==> src/rtl/ifm_pkg.sv <==
package ifm_pkg;
  localparam int IFM_NUM_BUF    = 2;
  localparam int IFM_LINE_WORDS = 8;
  localparam int IFM_WORD_W     = 32;
  localparam int IFM_ADDR_W     = 32;

  typedef enum logic [1:0] {
    BS_FREE = 2'd0,
    BS_FILL = 2'd1,
    BS_DONE = 2'd2
  } fbuf_state_e;
endpackage

==> src/rtl/ifm_fetch_buf.sv <==
module ifm_fetch_buf
  import ifm_pkg::*;
#(
  parameter int LINE_WORDS = IFM_LINE_WORDS,
  parameter int WORD_W     = IFM_WORD_W,
  parameter int LTAG_W     = 27
) (
  input  logic                         clk,
  input  logic                         rst_n,
  input  logic                         alloc_i,
  input  logic [LTAG_W-1:0]            alloc_line_i,
  input  logic                         alloc_cach_i,
  input  logic                         ret_i,
  input  logic [WORD_W-1:0]            ret_data_i,
  output logic                         busy_o,
  output logic                         done_o,
  output logic                         cach_o,
  output logic [LTAG_W-1:0]            line_o,
  output logic [LINE_WORDS-1:0]        vld_o,
  output logic [$clog2(LINE_WORDS)-1:0] next_idx_o,
  output logic [LINE_WORDS*WORD_W-1:0] data_o
);
  localparam int IDX_W = $clog2(LINE_WORDS);
  localparam logic [IDX_W-1:0] LAST_IDX = IDX_W'(LINE_WORDS - 1);

  fbuf_state_e       state;
  logic [IDX_W-1:0]  wptr;
  logic [WORD_W-1:0] mem [LINE_WORDS];
  logic              take_word;
  logic              last_word;

  assign take_word = ret_i && (state == BS_FILL);
  assign last_word = take_word && (wptr == LAST_IDX);

  always_ff @(posedge clk) begin
    if (!rst_n) begin
      state  <= BS_FREE;
      wptr   <= '0;
      vld_o  <= '0;
      line_o <= '0;
      cach_o <= 1'b0;
    end else begin
      case (state)
        BS_FREE: begin
          if (alloc_i) begin
            state  <= BS_FILL;
            line_o <= alloc_line_i;
            cach_o <= alloc_cach_i;
            vld_o  <= '0;
            wptr   <= '0;
          end
        end
        BS_FILL: begin
          if (take_word) begin
            vld_o[wptr] <= 1'b1;
            wptr        <= wptr + 1'b1;
            if (last_word) state <= BS_DONE;
          end
        end
        BS_DONE: begin
          state <= BS_FREE;
          vld_o <= '0;
        end
        default: state <= BS_FREE;
      endcase
    end
  end

  always_ff @(posedge clk) begin
    if (take_word) mem[wptr] <= ret_data_i;
  end

  for (genvar w = 0; w < LINE_WORDS; w++) begin : g_pack
    assign data_o[w*WORD_W +: WORD_W] = mem[w];
  end

  assign busy_o     = (state != BS_FREE);
  assign done_o     = (state == BS_DONE);
  assign next_idx_o = wptr;

  p_ret_while_filling_r5: assert property (@(posedge clk) disable iff (!rst_n)
    ret_i |-> (state == BS_FILL));
  p_valid_grows_r5: assert property (@(posedge clk) disable iff (!rst_n)
    take_word |=> ($countones(vld_o) == $countones($past(vld_o)) + 1));
  p_free_after_done_r9: assert property (@(posedge clk) disable iff (!rst_n)
    done_o |=> (!busy_o && (vld_o == '0)));
  p_alloc_only_free_r3: assert property (@(posedge clk) disable iff (!rst_n)
    alloc_i |-> !busy_o);
endmodule

==> src/rtl/ifm_alloc.sv <==
module ifm_alloc #(
  parameter int NUM_BUF = 2,
  parameter int TAG_W   = 1
) (
  input  logic               clk,
  input  logic               rst_n,
  input  logic               miss_i,
  input  logic [NUM_BUF-1:0] busy_i,
  output logic [NUM_BUF-1:0] alloc_o,
  output logic [TAG_W-1:0]   idx_o,
  output logic               any_free_o
);
  function automatic logic [TAG_W-1:0] first_free(input logic [NUM_BUF-1:0] busy);
    logic [TAG_W-1:0] r;
    r = '0;
    for (int b = NUM_BUF - 1; b >= 0; b--) begin
      if (!busy[b]) r = TAG_W'(b);
    end
    return r;
  endfunction

  assign any_free_o = !(&busy_i);
  assign idx_o      = first_free(busy_i);

  always_comb begin
    alloc_o = '0;
    if (miss_i && any_free_o) alloc_o[idx_o] = 1'b1;
  end

  p_alloc_onehot_r3: assert property (@(posedge clk) disable iff (!rst_n)
    $onehot0(alloc_o));
  p_alloc_to_free_r3: assert property (@(posedge clk) disable iff (!rst_n)
    ((alloc_o & busy_i) == '0));
endmodule

==> src/rtl/ifm_hit_fwd.sv <==
module ifm_hit_fwd #(
  parameter int NUM_BUF    = 2,
  parameter int LINE_WORDS = 8,
  parameter int WORD_W     = 32,
  parameter int LTAG_W     = 27,
  parameter int TAG_W      = 1
) (
  input  logic                                      clk,
  input  logic                                      rst_n,
  input  logic [LTAG_W-1:0]                         lk_line_i,
  input  logic [$clog2(LINE_WORDS)-1:0]             lk_widx_i,
  input  logic [NUM_BUF-1:0]                        busy_i,
  input  logic [NUM_BUF-1:0][LTAG_W-1:0]            lines_i,
  input  logic [NUM_BUF-1:0][LINE_WORDS-1:0]        vlds_i,
  input  logic [NUM_BUF-1:0][$clog2(LINE_WORDS)-1:0] nidx_i,
  input  logic [NUM_BUF-1:0][LINE_WORDS*WORD_W-1:0] datas_i,
  input  logic                                      ret_valid_i,
  input  logic [TAG_W-1:0]                          ret_tag_i,
  input  logic [WORD_W-1:0]                         ret_data_i,
  output logic                                      match_any_o,
  output logic                                      hit_o,
  output logic                                      arrive_o,
  output logic [WORD_W-1:0]                         word_o
);
  localparam int IDX_W = $clog2(LINE_WORDS);

  function automatic logic [WORD_W-1:0] pick_word(
    input logic [LINE_WORDS*WORD_W-1:0] line, input logic [IDX_W-1:0] idx);
    return line[idx*WORD_W +: WORD_W];
  endfunction

  logic [NUM_BUF-1:0] match;

  always_comb begin
    match       = '0;
    match_any_o = 1'b0;
    hit_o       = 1'b0;
    arrive_o    = 1'b0;
    word_o      = '0;
    for (int b = 0; b < NUM_BUF; b++) begin
      match[b] = busy_i[b] && (lines_i[b] == lk_line_i);
      if (match[b]) match_any_o = 1'b1;
      if (match[b] && vlds_i[b][lk_widx_i]) begin
        hit_o  = 1'b1;
        word_o = pick_word(datas_i[b], lk_widx_i);
      end
    end
    for (int b = 0; b < NUM_BUF; b++) begin
      if (ret_valid_i && (ret_tag_i == TAG_W'(b)) && match[b] &&
          !vlds_i[b][lk_widx_i] && (nidx_i[b] == lk_widx_i)) begin
        arrive_o = 1'b1;
        word_o   = ret_data_i;
      end
    end
  end

  p_hit_arrive_excl_r6: assert property (@(posedge clk) disable iff (!rst_n)
    !(hit_o && arrive_o));
  p_line_in_one_buf_r7: assert property (@(posedge clk) disable iff (!rst_n)
    $onehot0(match));
endmodule

==> src/rtl/ifetch_miss_unit.sv <==
module ifetch_miss_unit
  import ifm_pkg::*;
#(
  parameter int NUM_BUF    = IFM_NUM_BUF,
  parameter int LINE_WORDS = IFM_LINE_WORDS,
  parameter int WORD_W     = IFM_WORD_W,
  parameter int ADDR_W     = IFM_ADDR_W
) (
  input  logic                         clk,
  input  logic                         rst_n,
  input  logic                         lk_valid_i,
  input  logic [ADDR_W-1:0]            lk_addr_i,
  input  logic                         lk_cacheable_i,
  input  logic                         cache_hit_i,
  input  logic                         cache_en_i,
  output logic                         lk_ready_o,
  output logic                         dec_valid_o,
  output logic [WORD_W-1:0]            dec_word_o,
  output logic                         breq_valid_o,
  output logic [ADDR_W-1:0]            breq_addr_o,
  output logic [(NUM_BUF > 1 ? $clog2(NUM_BUF) : 1)-1:0] breq_tag_o,
  input  logic                         bret_valid_i,
  input  logic [(NUM_BUF > 1 ? $clog2(NUM_BUF) : 1)-1:0] bret_tag_i,
  input  logic [WORD_W-1:0]            bret_data_i,
  output logic                         fill_valid_o,
  output logic [ADDR_W-1:0]            fill_addr_o,
  output logic [LINE_WORDS*WORD_W-1:0] fill_line_o
);
  localparam int BYTE_LG = $clog2(WORD_W / 8);
  localparam int IDX_W   = $clog2(LINE_WORDS);
  localparam int OFF_W   = BYTE_LG + IDX_W;
  localparam int LTAG_W  = ADDR_W - OFF_W;
  localparam int TAG_W   = NUM_BUF > 1 ? $clog2(NUM_BUF) : 1;
  localparam int LINE_W  = LINE_WORDS * WORD_W;

  function automatic logic [LTAG_W-1:0] line_tag(input logic [ADDR_W-1:0] a);
    return a[ADDR_W-1:OFF_W];
  endfunction

  function automatic logic [IDX_W-1:0] word_sel(input logic [ADDR_W-1:0] a);
    return a[OFF_W-1:BYTE_LG];
  endfunction

  function automatic logic [ADDR_W-1:0] line_addr(input logic [LTAG_W-1:0] t);
    return {t, {OFF_W{1'b0}}};
  endfunction

  logic [NUM_BUF-1:0]                 busy, done, cach, alloc;
  logic [NUM_BUF-1:0][LTAG_W-1:0]     lines;
  logic [NUM_BUF-1:0][LINE_WORDS-1:0] vlds;
  logic [NUM_BUF-1:0][IDX_W-1:0]      nidx;
  logic [NUM_BUF-1:0][LINE_W-1:0]     datas;

  logic [LTAG_W-1:0] lk_tag;
  logic [IDX_W-1:0]  lk_widx;
  logic              match_any, buf_hit, arrive, miss, any_free;
  logic [TAG_W-1:0]  grant;
  logic [WORD_W-1:0] fwd_word;
  logic              done_any, done_cach;
  logic [LTAG_W-1:0] done_line;
  logic [LINE_W-1:0] done_data;

  assign lk_tag  = line_tag(lk_addr_i);
  assign lk_widx = word_sel(lk_addr_i);
  assign miss    = lk_valid_i && !cache_hit_i && !match_any;

  ifm_alloc #(.NUM_BUF(NUM_BUF), .TAG_W(TAG_W)) u_alloc (
    .clk        (clk),
    .rst_n      (rst_n),
    .miss_i     (miss),
    .busy_i     (busy),
    .alloc_o    (alloc),
    .idx_o      (grant),
    .any_free_o (any_free)
  );

  for (genvar g = 0; g < NUM_BUF; g++) begin : g_buf
    ifm_fetch_buf #(
      .LINE_WORDS (LINE_WORDS),
      .WORD_W     (WORD_W),
      .LTAG_W     (LTAG_W)
    ) u_buf (
      .clk          (clk),
      .rst_n        (rst_n),
      .alloc_i      (alloc[g]),
      .alloc_line_i (lk_tag),
      .alloc_cach_i (lk_cacheable_i),
      .ret_i        (bret_valid_i && (bret_tag_i == TAG_W'(g))),
      .ret_data_i   (bret_data_i),
      .busy_o       (busy[g]),
      .done_o       (done[g]),
      .cach_o       (cach[g]),
      .line_o       (lines[g]),
      .vld_o        (vlds[g]),
      .next_idx_o   (nidx[g]),
      .data_o       (datas[g])
    );
  end

  ifm_hit_fwd #(
    .NUM_BUF    (NUM_BUF),
    .LINE_WORDS (LINE_WORDS),
    .WORD_W     (WORD_W),
    .LTAG_W     (LTAG_W),
    .TAG_W      (TAG_W)
  ) u_fwd (
    .clk         (clk),
    .rst_n       (rst_n),
    .lk_line_i   (lk_tag),
    .lk_widx_i   (lk_widx),
    .busy_i      (busy),
    .lines_i     (lines),
    .vlds_i      (vlds),
    .nidx_i      (nidx),
    .datas_i     (datas),
    .ret_valid_i (bret_valid_i),
    .ret_tag_i   (bret_tag_i),
    .ret_data_i  (bret_data_i),
    .match_any_o (match_any),
    .hit_o       (buf_hit),
    .arrive_o    (arrive),
    .word_o      (fwd_word)
  );

  assign dec_valid_o  = lk_valid_i && (buf_hit || arrive);
  assign dec_word_o   = fwd_word;
  assign lk_ready_o   = lk_valid_i && (buf_hit || arrive || (cache_hit_i && !match_any));
  assign breq_valid_o = |alloc;
  assign breq_addr_o  = line_addr(lk_tag);
  assign breq_tag_o   = grant;

  always_comb begin
    done_any  = 1'b0;
    done_cach = 1'b0;
    done_line = '0;
    done_data = '0;
    for (int b = 0; b < NUM_BUF; b++) begin
      if (done[b]) begin
        done_any  = 1'b1;
        done_cach = cach[b];
        done_line = lines[b];
        done_data = datas[b];
      end
    end
  end

  assign fill_valid_o = done_any && done_cach && cache_en_i;
  assign fill_addr_o  = line_addr(done_line);
  assign fill_line_o  = done_data;

  p_req_only_on_miss_r2: assert property (@(posedge clk) disable iff (!rst_n)
    breq_valid_o |-> (lk_valid_i && !cache_hit_i && !match_any));
  p_req_needs_free_r3: assert property (@(posedge clk) disable iff (!rst_n)
    breq_valid_o |-> any_free);
  p_req_aligned_r4: assert property (@(posedge clk) disable iff (!rst_n)
    breq_valid_o |-> (word_sel(breq_addr_o) == '0));
  p_fwd_completes_r6: assert property (@(posedge clk) disable iff (!rst_n)
    dec_valid_o |-> lk_ready_o);
  p_pending_no_req_r7: assert property (@(posedge clk) disable iff (!rst_n)
    (lk_valid_i && match_any) |-> !breq_valid_o);
  p_fill_gated_r8: assert property (@(posedge clk) disable iff (!rst_n)
    fill_valid_o |-> cache_en_i);
  p_single_done_r8: assert property (@(posedge clk) disable iff (!rst_n)
    $onehot0(done));
  p_stall_when_full_r10: assert property (@(posedge clk) disable iff (!rst_n)
    (lk_valid_i && !cache_hit_i && !match_any && (&busy)) |-> (!lk_ready_o && !breq_valid_o));
endmodule

==> config.mk <==
export PLATFORM = sky130hd
export DESIGN_NAME = ifetch_miss_unit
export DESIGN_NICKNAME = d
export VERILOG_FILES = /design/src/rtl/ifm_pkg.sv /design/src/rtl/ifm_fetch_buf.sv /design/src/rtl/ifm_alloc.sv /design/src/rtl/ifm_hit_fwd.sv /design/src/rtl/ifetch_miss_unit.sv
export SDC_FILE = /design/constraint.sdc
export NUM_CORES = 1
export LEC_CHECK = 0
export BUFFER_PORTS_ARGS = -buffer_cell sky130_fd_sc_hd__buf_2
export CAP_MARGIN = 40
export CORE_MARGIN = 2
export CORE_UTILIZATION = 35
export DETAILED_ROUTE_END_ITERATION = 12
export PLACE_DENSITY = 0.51
export REMOVE_ABC_BUFFERS = 1
export SLEW_MARGIN = 20
export SYNTH_ARGS = -nofsm -noshare
export SYNTH_HDL_FRONTEND = slang
export SYNTH_SLANG_ARGS = --single-unit
==> constraint.sdc <==
create_clock -name clk -period 6.2 [get_ports clk]
set_clock_uncertainty 0.15 [all_clocks]
set_input_delay 0.93 -clock clk [delete_from_list [all_inputs] [get_ports clk]]
set_output_delay 0.93 -clock clk [all_outputs]
set_load 0.05 [all_outputs]
==> metrics.md, run 1 <==
| Metric | Value |
|---|---|
| Status | finished, final reports clean |
| Cell taking the most area after synthesis | edfxtp_1 |
| FF+latch count, synth | 594 |
| Fill count | 7183 |
| CP peak stage delay | 770 ps |
| RSZ-0062 raised after global routing | false |
| Syn Inst Count | 1734 |
| Syn_area_per_cell | 15.9 sq um |
| Max-slew violation count | 0 |
| Max Freq | 191 MHz |
| Synth area leaders | edfxtp_1 56%, mux4_2 11%, a22o_1 9.0% |
| Placed Cells | 3068 |
| Footprint of the multi-input gates | 9590 sq um |
| Post-DP HPWL | 55800 microns |
| Max FO, Critical Path | 70 |
| CTS sink cnt | 594 |
| Switch Pwr | 1.94 mW |
| Via/cell ratio | 5.70 |
| Internal power of the cells | 6.96 mW |
| Number of enable-type register cells in the synthesized netlist | 512 |
| Post-CTS Setup Inserts | 0 |
| Total grt overflow | 0 |
| Worst EP required | 5120 ps |
| Final hold violations | 0 |
| IO Port Bufs | 416 |
| Fin crit period | 5250 ps |
| Hold_buf cts | 0 |
| I/O pins | 429 |
| Largest net degree at the start of global routing | 174 |
| CTS tree | yes |
| 1st-iter DRT viols | 1512 |
| Clock Power Share | 0.459 |
| Synth top area share | 0.559 |
| Worst Setup Slack, final | 953 ps |
| Register area share after synthesis | 0.619 |
| Crit Path Class | reg2out |
| Crit start category | register |
| DRT Pass-1 Iters | 5 |
| Lkg Pwr | 12.6 nW |
| Die X | 284 microns |
| TNS Setup | 0 ps |
| ANT nets after route | 0 |
| Slew of the pin with the lowest slew margin | 1360 ps |
| Setup-failing EPs final | 0 |
| Area Overhead vs Synth | 19.8% |
| Initial core utilization | 0.354 |
| Share of cells above drive strength 1 | 0.356 |
| Crit path arrival time | 4170 ps |
| YS warnings | 0 |
| Most frequent cells after synthesis | 512 x edfxtp_1, 283 x a22o_1, 129 x mux4_2 |
| CTS root buffer | clkbuf_16 |
| Seq pwr share | 0.491 |
| FF+latch area | 17000 sq um |
| Most frequent cell on the critical path | buf_4 |
| Row cnt | 102 |
| Chip Height | 284 microns |
| CP cell instances | clkinv_1 -> nor3_2 -> buf_4 -> buf_4 -> a22o_1 -> buf_2 |
| Hold Path Class | reg2reg |
| Cell depth of the worst hold path | 2 |
| FFs w/ async S/R, synth | 0 |
| Mapped cell area | 27500 sq um |
| Die footprint | 80800 sq um |
| Hold endpoint | g_buf[0].u_buf.cach_o$_SDFFE_PN0P_ |
| Worst R2R Setup Slack | 2810 ps |
| Max_cap viols | 0 |
| Worst r2r dst | g_buf[0].u_buf.line_o[7]$_SDFFE_PN0P_ |
| First-pass GRT wire length | 131000 microns |
| Routed len/inst | 29.3 microns |
| Final std cells w/o fill | 3196 |
| Worst skew pair latency | 590 ps |
| # DRC | 0 |
| Normalized max-slew margin | 0.0917 |
| Crit path from | g_buf[0].u_buf.state[1]$_SDFFE_PN0P_ |
| Switching part of the total | 0.218 |
| PD cells | 270 nW/um^2 |
| Routability cong. | 0.799 |
| Post-CTS sizing | 0 |
| Via count of the first global-routing pass | 18100 |
| Top-count cell post-synth | edfxtp_1 |
| Worst-case clock buffer depth | 3 |
| Combinational share of power | 0.050 |
| Global router's overall resource usage | 0.225 |
| Final period util | 0.846 |
| Worst reg2reg path startpoint | g_buf[1].u_buf.line_o[11]$_SDFFE_PN0P_ |
| Routed WL | 93500 microns |
| Pre-CTS WS | 1090 ps |
| CTS clock-pin slew for the worst setup and hold paths | 60 ps |
| Crit-path slowest cell | nor3_2 |
| Yosys cell types | 56 |
| Initial antenna violation count | 8 |
| Endpoint class of the critical path | output pin |
| H-tree depth | 3 |
| Nets@finish | 2176 |
| HP Start | g_buf[0].u_buf.cach_o$_SDFFE_PN0P_ |
| Vias | 18200 |
| Worst vdd ir | 0.171 mV |
| R2R cell count | 9 |
| Top FF cell, synth | edfxtp_1 |
| Core region area | 77600 sq um |
| TritonCTS buffer count | 69 |
-- kinds of logic (layout without fill, tap and decap cells) --
family / Yosys count / in the layout / synth area share
buffers and inverters: 216 / 626 / 0.0385
multiplexers: 286 / 286 / 0.167
adder cells (fa/ha/maj): 4 / 4 / 0.00182
AO/OA/AOI/OAI: 356 / 356 / 0.108
XOR/XNOR: 60 / 60 / 0.0191
other: 1 / 13 / 0.000136
flip-flops: 594 / 594 / 0.619
AND/OR/NAND/NOR: 217 / 217 / 0.0462
-- cell type report --
cell class | instances | area share
diodes | 3 | 0.000228
clock buffers | 89 | 0.0557
clock inverters | 35 | 0.0125
inverters | 36 | 0.00410
multi-input cells | 933 | 0.291
flip-flops and latches | 594 | 0.517
well taps | 1040 | 0.0395
repair buffers | 466 | 0.0802
-- worst max path at each step --
stage | end | slack, ps | cells after the start
final | fill_line_o[174] | 950 | 6
after global routing | fill_line_o[174] | 820 | 6
after CTS | fill_line_o[174] | 1020 | 6
after detailed placement | dec_word_o[14] | 1090 | 8
after global placement | dec_word_o[14] | 1120 | 10
after floorplan | fill_valid_o | -39200 | 4
-- cells in the final DEF (no fill, tap or decap), types with 32 or more instances in the layout --
| master | instances |
|---|---|
| a22o_1 | 283 |
| a31oi_1 | 41 |
| buf_2 | 414 |
| buf_4 | 38 |
| clkbuf_16 | 70 |
| dfxtp_1 | 82 |
| edfxtp_1 | 512 |
| inv_1 | 35 |
| mux2_2 | 32 |
| mux2i_1 | 120 |
| mux4_2 | 129 |
| nand2_1 | 65 |
| nor4_1 | 40 |
| xor2_1 | 60 |
-- power groups by stage --
stage / clock [mW] / combinational, mW / sequential (mW)
floorplan: 0 / 0.208 / 4.45
global placement: 0 / 0.439 / 4.46
detailed placement: 0 / 0.446 / 4.46
CTS: 4.18 / 0.447 / 4.37
global route: 4.33 / 0.476 / 4.37
finish: 4.08 / 0.443 / 4.37
-- critical path: cells and delay by family (launching register included) --
kind / cells / cell delay [ps]
simple gates: 1 / 770
flops: 1 / 440
compound gates: 1 / 420
buf+inv: 4 / 1910
-- state kept, by name (all words and copies together) (netlist names) --
signal	cells
g_buf.u_buf.vld_o	16
g_buf.u_buf.cach_o	2
g_buf.u_buf.state	4
g_buf.u_buf.next_idx_o	6
g_buf.u_buf.line_o	54
g_buf.u_buf.mem	512
-- through the flow --
step | power, mW | util | instance area [sq um] | hold slack, ps
floorplan | 4.66 | - | 26600 | 282
global placement | 4.89 | 0.394 | 30600 | 288
detailed placement | 4.90 | 0.395 | 30700 | 304
CTS | 9.00 | 0.424 | 32900 | 316
global route | 9.18 | 0.424 | 32900 | 334
finish | 8.90 | 0.424 | 32900 | 313
-- per-layer routing --
| metal | up-vias | track usage | part of all wire |
|---|---|---|---|
| met1 | 9342 | 0.299 | 0.41 |
| met2 | 959 | 0.364 | 0.47 |
| met4 | 8 | 0.0664 | 0.028 |
| met5 | - | 0 | 0.00055 |
| met3 | 153 | 0.0577 | 0.092 |
| li1 | 7758 | - | - |
(Power assumes the default switching activity.)
==> run 2: changes to the inputs <==
==> constraint.sdc (replaced) <==
create_clock -name clk -period 4.9 [get_ports clk]
set_clock_uncertainty 0.15 [all_clocks]
set_input_delay 0.735 -clock clk [delete_from_list [all_inputs] [get_ports clk]]
set_output_delay 0.735 -clock clk [all_outputs]
set_load 0.05 [all_outputs]
==> run 2 against run 1 <==
Non-clock buffer count up 1; setup slack worse by 490 ps; critical path type unchanged; largest cell class unchanged; cell area about the same; via count down 1.7%; hold slack worse by 59 ps; largest power group unchanged; highest routed layer unchanged.
==> metrics.md, run 2 (synthesis results as in run 1) <==
| Metric | Value |
|---|---|
| Status | finished, final reports clean |
| Commonest non-fill, non-tap cell in the layout | edfxtp_1 |
| Worst reg2reg path startpoint | g_buf[0].u_buf.state[0]$_SDFFE_PN0P_ |
| CTS tree | yes |
| CTS clock-pin slew for the worst setup and hold paths | 60 ps |
| Via count of the first global-routing pass | 18200 |
| Lkg Pwr | 12.6 nW |
| Worst-case clock buffer depth | 3 |
| Post-CTS sizing | 0 |
| Hold endpoint | g_buf[0].u_buf.cach_o$_SDFFE_PN0P_ |
| Routed WL | 92800 microns |
| Initial antenna violation count | 9 |
| Worst r2r dst | g_buf[0].u_buf.mem[1][18]$_DFFE_PP_ |
| First-pass GRT wire length | 131000 microns |
| Largest net degree at the start of global routing | 173 |
| Die footprint | 80800 sq um |
| CTS root buffer | clkbuf_16 |
| Worst EP required | 4010 ps |
| Pre-CTS WS | 555 ps |
| Largest regs | g_buf.u_buf.mem: 512 flops, g_buf.u_buf.line_o: 54 flops, g_buf.u_buf.vld_o: 16 flops |
| Fin crit period | 4440 ps |
| Area Overhead vs Synth | 19.9% |
| Crit-path slowest cell | dfxtp_1 |
| CP peak stage delay | 620 ps |
| Max Freq | 225 MHz |
| Met2 usage | 0.368 |
| Worst Setup Slack, final | 461 ps |
| HP Start | lk_cacheable_i |
| Via/cell ratio | 5.61 |
| Share of cells above drive strength 1 | 0.355 |
| RSZ-0062 raised after global routing | false |
| Largest delay contributor family on the critical path | simple AND/OR/NAND/NOR gates |
| IO Port Bufs | 416 |
| Normalized max-slew margin | 0.330 |
| Core region area | 77600 sq um |
| Post-DP HPWL | 55300 microns |
| DRT Pass-1 Iters | 5 |
| Final hold violations | 0 |
| Global router's overall resource usage | 0.224 |
| 1st-iter DRT viols | 1279 |
| TNS Setup | 0 ps |
| Final std cells w/o fill | 3194 |
| Routed len/inst | 29.1 microns |
| Slew of the pin with the lowest slew margin | 1000 ps |
| Max reg flops | 512 |
| Worst skew pair latency | 600 ps |
| GRT busiest layer | met2 |
| Worst R2R Setup Slack | 1630 ps |
| Worst vdd ir | 0.218 mV |
| Most frequent cells in the layout | 512 x edfxtp_1, 413 x buf_2, 283 x a22o_1, 129 x mux4_2, 120 x mux2i_1 |
| Hold Path Class | in2reg |
| Nets@finish | 2178 |
| Max FO, Critical Path | 32 |
| CTS sink cnt | 594 |
| H-tree depth | 3 |
| ANT nets after route | 0 |
| Met3 usage | 0.0587 |
| PD cells | 336 nW/um^2 |
| R2R cell count | 5 |
| Die X | 284 microns |
| Crit path arrival time | 3550 ps |
| Met1 usage | 0.290 |
| Post-CTS Setup Inserts | 0 |
| Vias | 17900 |
| Cell depth of the worst hold path | 3 |
| Hold_buf cts | 0 |
| Max-slew violation count | 0 |
| Final period util | 0.906 |
| CP cell instances | nor2_1 -> nor4_1 -> nand4_1 -> nor2_4 -> a32oi_4 -> buf_12 -> mux2i_1 -> buf_2 |
| # DRC | 0 |
| Row cnt | 102 |
| Fill count | 7131 |
| Max_cap viols | 0 |
| I/O pins | 429 |
| Crit Path Class | reg2out |
| Routability cong. | 0.787 |
| Crit start category | register |
| Overall Power | 11.1 mW |
| WP buf/inv | 2 |
| Placed Cells | 3069 |
| Setup-failing EPs final | 0 |
| Chip Height | 284 microns |
| Endpoint class of the critical path | output pin |
| Total grt overflow | 0 |
| Reg with most FFs | g_buf.u_buf.mem |
| Initial core utilization | 0.354 |
| TritonCTS buffer count | 70 |
==> run 2: cell types whose count changed in the layout (fill, tap and decap cells not counted), moves of 2 or more <==
cell,delta
buf_12,+11
bufinv_16,-5
clkinv_2,-4
clkbuf_16,+2
clkbuf_8,+2
inv_6,+2
clkinv_4,+2
diode_2,-2
clkbuf_1,-13
buf_16,-2
buf_4,-7
clkinv_1,+15
==> run 2: through the flow <==
step | utilization | instance area [sq um] | hold WS [ps]
6_report | 0.425 | 33000 | 254
5_1_grt | 0.425 | 33000 | 235
4_1_cts | 0.424 | 32900 | 221
3_5_place_dp | 0.396 | 30800 | 297
3_3_place_gp | 0.396 | 30700 | 289
2_1_floorplan | - | 26600 | 282
==> run 2: layer usage <==
metal,wire (microns),up-vias
met1,38200,9232
met3,7400,158
met5,83,-
met2,44700,739
li1,-,7761
met4,2480,14
==> run 2: how the worst max path moves through the flow <==
stage | from | endpoint | slack (ps) | cells past startpoint
global placement | lk_addr_i[10] | dec_word_o[23] | 540 | 9
detailed placement | lk_addr_i[10] | dec_word_o[23] | 560 | 9
floorplan | g_buf[1].u_buf.state[0]$_SDFFE_PN0P_ | fill_valid_o | -40310 | 4
CTS | g_buf[0].u_buf.state[0]$_SDFFE_PN0P_ | dec_word_o[23] | 420 | 8
global route | g_buf[0].u_buf.state[0]$_SDFFE_PN0P_ | dec_word_o[23] | 200 | 8
finish | g_buf[0].u_buf.state[0]$_SDFFE_PN0P_ | dec_word_o[23] | 460 | 8
==> run 2: worst min-delay path, stage by stage <==
cell and delay (ps):
buf_2 100, nand2_1 50, mux2i_1 60
==> run 2: layout make-up <==
cell class / count / area [sq um] / share of cell area
sequential: 594 / 17000 / 0.516
multi-input combinational: 933 / 9590 / 0.291
timing repair buffer: 467 / 2750 / 0.0834
clock buffer: 80 / 1860 / 0.0565
tap: 1040 / 1300 / 0.0395
clock inverter: 43 / 304 / 0.00922
inverter: 36 / 135 / 0.00410
antenna: 1 / 2.50 / 0.0000759
==> run 2: power by group <==
group | switching [mW] | internal (mW)
registers | 0.0223 | 5.51
clock network | 2.09 | 2.88
logic | 0.346 | 0.218
==> run 3: changes to the inputs <==
--- a/config.mk
+++ b/config.mk
@@ -9,9 +9,9 @@
 export CAP_MARGIN = 40
 export CORE_MARGIN = 2
 export CORE_UTILIZATION = 35
+export CTS_CLUSTER_DIAMETER = 120
 export DETAILED_ROUTE_END_ITERATION = 12
 export PLACE_DENSITY = 0.51
-export REMOVE_ABC_BUFFERS = 1
 export SLEW_MARGIN = 20
 export SYNTH_ARGS = -nofsm -noshare
 export SYNTH_HDL_FRONTEND = slang
==> run 3 against run 2 <==
Clock-buffer cell count is 4 higher; first-iteration DRC count is 29% higher; sequential power hardly changed; fmax is 0.24% lower; die area stayed put; utilization hardly changed; cell area hardly changed; critical path type unchanged; final cell count is 0.31% higher; total power is 0.29% higher; sequential share of layout area hardly changed; global-route usage is 0.50 points higher.
==> metrics.md, run 3 (synthesis results as in run 1) <==
| Metric | Value |
|---|---|
| Worst Setup Slack, final | 450 ps |
| Final period util | 0.908 |
| Routed WL | 94700 microns |
| Crit-path slowest cell | or3_2 |
| Die X | 284 microns |
| ANT nets after route | 0 |
| Via/cell ratio | 5.68 |
| WP buf/inv | 2 |
| # DRC | 0 |
| Die footprint | 80800 sq um |
| First-pass GRT wire length | 135000 microns |
| Post-DP HPWL | 58400 microns |
| Largest net degree at the start of global routing | 133 |
| Lkg Pwr | 12.6 nW |
| DRT Pass-1 Iters | 5 |
| Max Freq | 225 MHz |
| CP peak stage delay | 610 ps |
| Routed len/inst | 29.6 microns |
| Crit path arrival time | 3570 ps |
| Total grt overflow | 0 |
| Worst hold slack | 245 ps |
| Fin crit period | 4450 ps |
| Pre-CTS WS | 489 ps |
| I/O pins | 429 |
| Via count of the first global-routing pass | 18600 |
| H-tree depth | 3 |
| Max reg flops | 512 |
| CTS root buffer | clkbuf_16 |
| Worst vdd ir | 0.255 mV |
| Post-CTS sizing | 0 |
| RSZ-0062 raised after global routing | false |
| TNS Setup | 0 ps |
| Vias | 18200 |
| Row cnt | 102 |
| Max_cap viols | 0 |
| Endpoint class of the critical path | output pin |
| Nets@finish | 2186 |
| Reg with most FFs | g_buf.u_buf.mem |
| Max FO, Critical Path | 16 |
| PD cells | 336 nW/um^2 |
| Max-slew violation count | 0 |
| Hold Path Class | in2reg |
| CTS sink cnt | 594 |
| Routability cong. | 0.819 |
| Final hold violations | 0 |
| Fill count | 7161 |
| Largest delay contributor family on the critical path | simple AND/OR/NAND/NOR gates |
| Commonest non-fill, non-tap cell in the layout | edfxtp_1 |
| Area Overhead vs Synth | 20.0% |
| CP cell instances | nor2_1 -> nor4_4 -> nand4_4 -> or3_2 -> buf_4 -> a31oi_1 -> mux2i_1 -> buf_2 |
| CTS tree | yes |
| Core region area | 77600 sq um |
| Slew of the pin with the lowest slew margin | 1090 ps |
| Most frequent cells in the layout | 512 x edfxtp_1, 413 x buf_2, 283 x a22o_1, 129 x mux4_2, 120 x mux2i_1 |
| CTS clock-pin slew for the worst setup and hold paths | 50 ps |
| Chip Height | 284 microns |
| Post-CTS Setup Inserts | 0 |
| Initial core utilization | 0.354 |
| Worst skew pair latency | 600 ps |
| Share of cells above drive strength 1 | 0.358 |
| Global router's overall resource usage | 0.229 |
| Crit Path Class | reg2out |
| IO Port Bufs | 416 |
| 1st-iter DRT viols | 1646 |
| Crit start category | register |
| Normalized max-slew margin | 0.271 |
| TritonCTS buffer count | 70 |
| Hold_buf cts | 0 |
| Largest regs | g_buf.u_buf.mem: 512 flops, g_buf.u_buf.line_o: 54 flops, g_buf.u_buf.vld_o: 16 flops |
| Setup-failing EPs final | 0 |
| Initial antenna violation count | 3 |
| Worst EP required | 4010 ps |
| Status | finished, final reports clean |
| Worst-case clock buffer depth | 3 |
[run 3: changes by cell type in the layout (fill, tap and decap cells not counted)]
| cell | previous run | this run |
|---|---|---|
| buf_12 | 18 | 15 |
| clkbuf_1 | 5 | 13 |
| bufinv_16 | 3 | 4 |
| clkbuf_16 | 72 | 71 |
| inv_6 | 5 | 4 |
| clkinv_2 | 7 | 12 |
| inv_16 | 0 | 1 |
| clkinv_4 | 2 | 1 |
| clkinv_8 | 1 | 0 |
| clkinv_1 | 24 | 16 |
| clkinvlp_4 | 2 | 3 |
| diode_2 | 1 | 2 |
| clkbuf_8 | 3 | 0 |
| buf_4 | 31 | 42 |
[run 3: power breakdown]
group | internal, mW | switching, mW
registers | 5.51 | 0.0202
clock network | 2.88 | 2.12
logic | 0.218 | 0.351
[run 3: cell type report]
type	instances	area, sq um	area share
inverter	36	135	0.00410
timing repair buffer	475	2770	0.0841
antenna	2	5.00	0.000152
sequential	594	17000	0.516
multi-input combinational	933	9590	0.291
clock inverter	40	323	0.00979
tap	1040	1300	0.0395
clock buffer	84	1830	0.0554
[run 3: metal layers]
layer / track usage / wire length (microns) / up-vias / share of wire
met1: 0.306 / 39800 / 9549 / 0.42
met5: 0 / 30 / - / 0.00032
met4: 0.0758 / 3040 / 4 / 0.032
met2: 0.371 / 45500 / 736 / 0.48
met3: 0.0478 / 6440 / 155 / 0.068
li1: - / - / 7751 / -
[run 3: worst paths after layout]
kind,startpoint,endpoint,slack (ps),cells after the start
setup / recovery,g_buf[1].u_buf.state[0]$_SDFFE_PN0P_,dec_word_o[9],450,8
hold / removal,lk_cacheable_i,g_buf[0].u_buf.cach_o$_SDFFE_PN0P_,250,3
setup reg to reg,g_buf[1].u_buf.line_o[4]$_SDFFE_PN0P_,g_buf[0].u_buf.line_o[4]$_SDFFE_PN0P_,1630,8
hold reg to reg,g_buf[1].u_buf.vld_o[2]$_SDFFE_PN0P_,g_buf[1].u_buf.vld_o[2]$_SDFFE_PN0P_,310,1
[run 3: worst reg2reg max path, cell delays in order (launching register included)]
cell     delay, ps
dfxtp_1        360
xor2_1         360
nor4_4          80
nand4_4        330
buf_4          390
nor2_1         180
nor4b_4        780
buf_12         310
mux2i_1        250
[run 3: through the flow]
stage                     utilization  power (mW)  cell area (sq um)  instances
after global routing            0.425        11.4              33000       3203
after global placement          0.396        6.20              30800       3076
final                           0.425        11.1              33000       3204
after CTS                       0.425        11.2              33000       3202
after floorplan                     -        6.03              27500       1743
after detailed placement        0.397        6.21              30800       3078
